### src/rtl/adcfmt_pkg.sv
package adcfmt_pkg;

    typedef enum logic [1:0] {
        ST_HALT   = 2'd0,
        ST_FILL   = 2'd1,
        ST_STREAM = 2'd2
    } fmt_state_e;

endpackage

### src/rtl/adcfmt_stages.sv
module adcfmt_stages #(
    parameter int W     = 13,
    parameter int DEPTH = 4
) (
    input  logic         clk,
    input  logic         rst_n,
    input  logic         shift_en,
    input  logic [W-1:0] d_in,
    output logic [W-1:0] d_out
);

    generate
        for (genvar i = 0; i < DEPTH; i++) begin : g_st
            logic [W-1:0] q;
            if (i == 0) begin : g_head
                always_ff @(posedge clk or negedge rst_n) begin
                    if (!rst_n)        q <= '0;
                    else if (shift_en) q <= d_in;
                end
            end else begin : g_body
                always_ff @(posedge clk or negedge rst_n) begin
                    if (!rst_n)        q <= '0;
                    else if (shift_en) q <= g_st[i-1].q;
                end
            end
        end
    endgenerate

    assign d_out = g_st[DEPTH-1].q;

endmodule

### src/rtl/adcfmt_coder.sv
module adcfmt_coder #(
    parameter int W = 12
) (
    input  logic [W-1:0] raw,
    input  logic         ovr,
    input  logic         twos,
    output logic [W-1:0] code
);

    logic [W-1:0] clamped;

    always_comb begin
        // an out-of-range word goes to the rail its MSB points at
        clamped = ovr ? {W{raw[W-1]}} : raw;
        code    = {clamped[W-1] ^ twos, clamped[W-2:0]};
    end

endmodule

### src/rtl/adcfmt_ctrl.sv
module adcfmt_ctrl
    import adcfmt_pkg::*;
#(
    parameter int LAT = 5
) (
    input  logic clk,
    input  logic rst_n,
    input  logic pd,
    output logic shift_en,
    output logic load_out
);

    localparam int CW = (LAT > 2) ? $clog2(LAT) : 1;
    localparam logic [CW-1:0] LAST = CW'(LAT - 1);

    fmt_state_e state, state_nx;
    logic [CW-1:0] cnt, cnt_nx;

    // state register
    always_ff @(posedge clk or negedge rst_n) begin
        if (!rst_n) begin
            state <= ST_HALT;
            cnt   <= '0;
        end else begin
            state <= state_nx;
            cnt   <= cnt_nx;
        end
    end

    // next state and fill counter
    always_comb begin
        state_nx = state;
        cnt_nx   = cnt;
        if (pd) begin
            state_nx = ST_HALT;
            cnt_nx   = '0;
        end else begin
            unique case (state)
                ST_HALT: begin
                    state_nx = ST_FILL;
                    cnt_nx   = CW'(1);
                end
                ST_FILL: begin
                    if (cnt == LAST) begin
                        state_nx = ST_STREAM;
                        cnt_nx   = '0;
                    end else begin
                        cnt_nx = cnt + CW'(1);
                    end
                end
                ST_STREAM: begin
                    state_nx = ST_STREAM;
                end
                default: begin
                    state_nx = ST_HALT;
                    cnt_nx   = '0;
                end
            endcase
        end
    end

    // outputs
    always_comb begin
        shift_en = !pd;
        load_out = 1'b0;
        if (!pd) begin
            unique case (state)
                ST_HALT:   load_out = (LAT == 1);
                ST_FILL:   load_out = (cnt == LAST);
                ST_STREAM: load_out = 1'b1;
                default:   load_out = 1'b0;
            endcase
        end
    end

endmodule

### src/rtl/adcfmt_top.sv
module adcfmt_top #(
    parameter int W   = 12,
    parameter int LAT = 5
) (
    input  logic         clk,
    input  logic         rst_n,
    input  logic [W-1:0] smp_in,
    input  logic         ovr_in,
    input  logic         fmt_twos,
    input  logic         oe_n,
    input  logic         std_pd,
    input  logic         quasi_pd,
    output logic [W-1:0] data_out,
    output logic         ovr_out,
    output logic         valid_out,
    output logic         out_drive
);

    localparam int DEPTH = LAT - 1;
    localparam int SW    = W + 1;

    logic          pd_any;
    logic          shift_en;
    logic          load_out;
    logic [SW-1:0] tail;
    logic [W-1:0]  code;

    assign pd_any    = std_pd | quasi_pd;
    assign out_drive = !oe_n;

    adcfmt_ctrl #(.LAT(LAT)) u_ctrl (
        .clk      (clk),
        .rst_n    (rst_n),
        .pd       (pd_any),
        .shift_en (shift_en),
        .load_out (load_out)
    );

    adcfmt_stages #(.W(SW), .DEPTH(DEPTH)) u_stages (
        .clk      (clk),
        .rst_n    (rst_n),
        .shift_en (shift_en),
        .d_in     ({ovr_in, smp_in}),
        .d_out    (tail)
    );

    adcfmt_coder #(.W(W)) u_coder (
        .raw  (tail[W-1:0]),
        .ovr  (tail[W]),
        .twos (fmt_twos),
        .code (code)
    );

    always_ff @(posedge clk or negedge rst_n) begin
        if (!rst_n) begin
            data_out  <= '0;
            ovr_out   <= 1'b0;
            valid_out <= 1'b0;
        end else begin
            valid_out <= load_out;
            if (load_out) begin
                data_out <= code;
                ovr_out  <= tail[W];
            end
        end
    end

endmodule

### config.mk
export PLATFORM = sky130hd
export DESIGN_NAME = adcfmt_top
export DESIGN_NICKNAME = d
export VERILOG_FILES = /design/src/rtl/adcfmt_pkg.sv /design/src/rtl/adcfmt_stages.sv /design/src/rtl/adcfmt_coder.sv /design/src/rtl/adcfmt_ctrl.sv /design/src/rtl/adcfmt_top.sv
export SDC_FILE = /design/constraint.sdc
export NUM_CORES = 1
export LEC_CHECK = 0
export ABC_AREA = 1
export BUFFER_PORTS_ARGS = -buffer_cell sky130_fd_sc_hd__buf_2
export CORE_MARGIN = 3
export CORE_UTILIZATION = 57
export DETAILED_ROUTE_END_ITERATION = 10
export HOLD_SLACK_MARGIN = 0.08
export PLACE_DENSITY = 0.78
export REMOVE_ABC_BUFFERS = 1
export SKIP_CTS_REPAIR_TIMING = 1
export SLEW_MARGIN = 20
export SYNTH_ARGS = -nofsm -noshare
export SYNTH_HDL_FRONTEND = slang
export SYNTH_SLANG_ARGS = --single-unit
### constraint.sdc
create_clock -name clk -period 1.5 [get_ports clk]
set_input_delay 0.15 -clock clk [delete_from_list [all_inputs] [get_ports clk]]
set_output_delay 0.15 -clock clk [all_outputs]
set_load 0.02 [all_outputs]
==> key figures <==
Clocking
  – Clock transition at path regs: 0.07 ns
  – TritonCTS Buffers: 9
  – H-tree lvl count: 3
  – Root Buffer: clkbuf_8
  – # clock sinks: 71
  – CTS tree: done
  – Clk_lat worst skew: about 0.33 ns
  – Clock Tree Buf Depth: 2

Synth
  – Post-synthesis cell area: 2910 um2
  – Syn Inst Count: 319
  – Syn. warnings: 0
  – Yosys reg bits: just over 70
  – Post-synthesis sequential area ratio: 61.0%
  – Syn avg cell area: 9.13 um2
  – Post-synthesis cell type count: 21

Drt
  – Antenna Nets Post-Route: 0
  – Iter 0 DRT Violations: ~230
  – Via density: slightly below 5
  – Residual DRC count: 0
  – WL final: slightly above 5000 um
  – First-pass DRT Iterations: 4
  – DR vias: 2,183
  – Wirelength per Cell: 11.6 um

Cells and area
  – Final net count: 397
  – Inserted Diodes: 0
  – Most frequent cells in the layout: 108 x nand2_1, 71 x dfrtp_1, 56 x o21ai_0, 34 x inv_1, 33 x buf_2
  – Layout area overhead: 20.2%
  – Most common cell after layout, fill and taps aside: nand2_1
  – Share of layout cells above drive strength 1: between 10% and 20%

Die
  – CORE AREA: between 4000 and 5000 um2
  – # IOs: 34
  – Rows: 25
  – Die height: 77.5 um
  – Die X: just under 80 um
  – Die ar.: roughly 6000 um2
  – Initial core utilization: 60.5%

Status
  – Status: finished clean

Timing
  – Final Critical Period: 1.36 ns
  – Clock Skew: 0.00842 ns
  – Final setup TNS: 0 ns
  – Fin. Hold Viols: 0
  – Final setup viols: 0
  – Unrepaired setup endpoints after global routing: false
  – Headroom to the max-slew limit: roughly three quarters
  – Final Cycle Share: between 90% and 100%
  – Slew @ Worst Pin: 0.356 ns
  – Max-slew violations: 0
  – Fmax: 736 MHz

Power and ir drop
  – PnR Total Power: around 0.0042 W
  – Leakage: roughly 1.9 nW
  – Pwr/cell area: 1210 nW/um2
  – Peak supply drop: 0.000709 V

Min path
  – Hold Path Class: in -> reg

Global route
  – GRT overflow: 0
  – All-layer global routing usage: 19.2%
  – Largest net degree at the start of global routing: 72
  – Antenna violations before repair: 0
  – Vias in the first global route: 2,073
  – First-pass GRT wire length: 9100 um

Place
  – Port bufs: 33
  – DP HPWL: ~3300 um
  – GP Congestion: roughly 0.76

Setup path
  – Critical path capture point type: flop
  – CP Class: reg -> reg
  – R2R Setup Slk: 0.14 ns
  – Worst EP arrival: ~1.6 ns
  – Max FO, Critical Path: 9
  – CP startpoint kind: flop
  – Required @ worst endpoint: around 1.8 ns

Run
  – Max-cap viol count: 0
## cells in the mapped netlist (all sizes together)
master / n / area share (%)
ha: 5 / 2.1
nor2: 5 / 1.5
nand4: 1 / 0.21
dfrtp: 71 / 61
buf: 10 / 2.1
nand3: 17 / 3.1
xor2: 1 / 0.30
inv: 36 / 4.6
o21ai: 56 / 9.6
a21oi: 1 / 0.17
nand2: 110 / 15
clkbuf: 6 / 0.77
## report_power, final
part           switching [W]  internal, W  leakage, nW
Clock               0.000668     0.000687       0.0894
Combinational       0.000367     0.000226        0.847
Sequential          0.000112      0.00218        0.922
## logic make-up after synthesis
| family | after synthesis | synth area share, % |
|---|---|---|
| AOI/OAI and AO/OA | 57 | 9.79 |
| xor gates and xnor gates | 1 | 0.301 |
| adders and majority gates | 5 | 2.15 |
| buffers and inverters | 52 | 7.47 |
| DFF | 71 | 61.0 |
| and+or+nand+nor | 133 | 19.3 |
## metal layers
| layer | GRT usage (%) | wire length [um] |
|---|---|---|
| met1 | 24.6 | 2340 |
| met2 | 30.7 | 2470 |
| met3 | 3.71 | 220 |
| met4 | 11.2 | 142 |
| met5 | 0 | 0 |
## worst paths after layout
check	startpoint	end	depth (start not counted)
max in group asynchronous	rst_n	u_ctrl.cnt[0]	3
hold / removal	fmt_twos	data_out[11]	4
min in group asynchronous	rst_n	data_out[2]	3
setup reg to reg	u_ctrl.state[1]	data_out[1]	7
setup / recovery	u_ctrl.state[1]	data_out[1]	7
hold reg to reg	u_stages.g_st[0].q[3]	u_stages.g_st[0].q[3]	2
## critical path, stage by stage, from the launching register on
cell,delay [ns]
dfrtp_1,0.39
inv_1,0.10
ha_2,0.23
nand3_1,0.10
nand2_2,0.14
buf_4,0.18
nand3_1,0.09
nand2_1,0.07
## flip-flops by register name, summed over array words and instances, names as in the netlist
name             count
data_out            12
ovr_out              1
u_ctrl.cnt           3
u_ctrl.state         2
u_stages.d_out      13
u_stages.g_st.q     39
valid_out            1
## metrics by stage
step / util [%] / setup slack, ns / area (um2) / std cells / hold slack, ns
global placement: 65.3 / 0.154 / 3140 / 410 / 0.202
finish: 72.7 / 0.141 / 3500 / 445 / 0.111
CTS: 68.9 / 0.0619 / 3320 / 426 / -0.160
global route: 72.7 / 0.0126 / 3500 / 445 / 0.159
detailed placement: 65.3 / 0.0791 / 3140 / 410 / 0.202
floorplan: - / -0.426 / 2830 / 303 / -0.146
## cell type report
type	count	area (um2)
clock buffers	13	159
clock inverters	3	17.5
fillers	377	1320
flip-flops and latches	71	1780
inverters	36	135
multi-input cells	196	921
repair buffers	59	408
well taps	67	83.8
No activity file was read; power rests on OpenSTA's default activity.
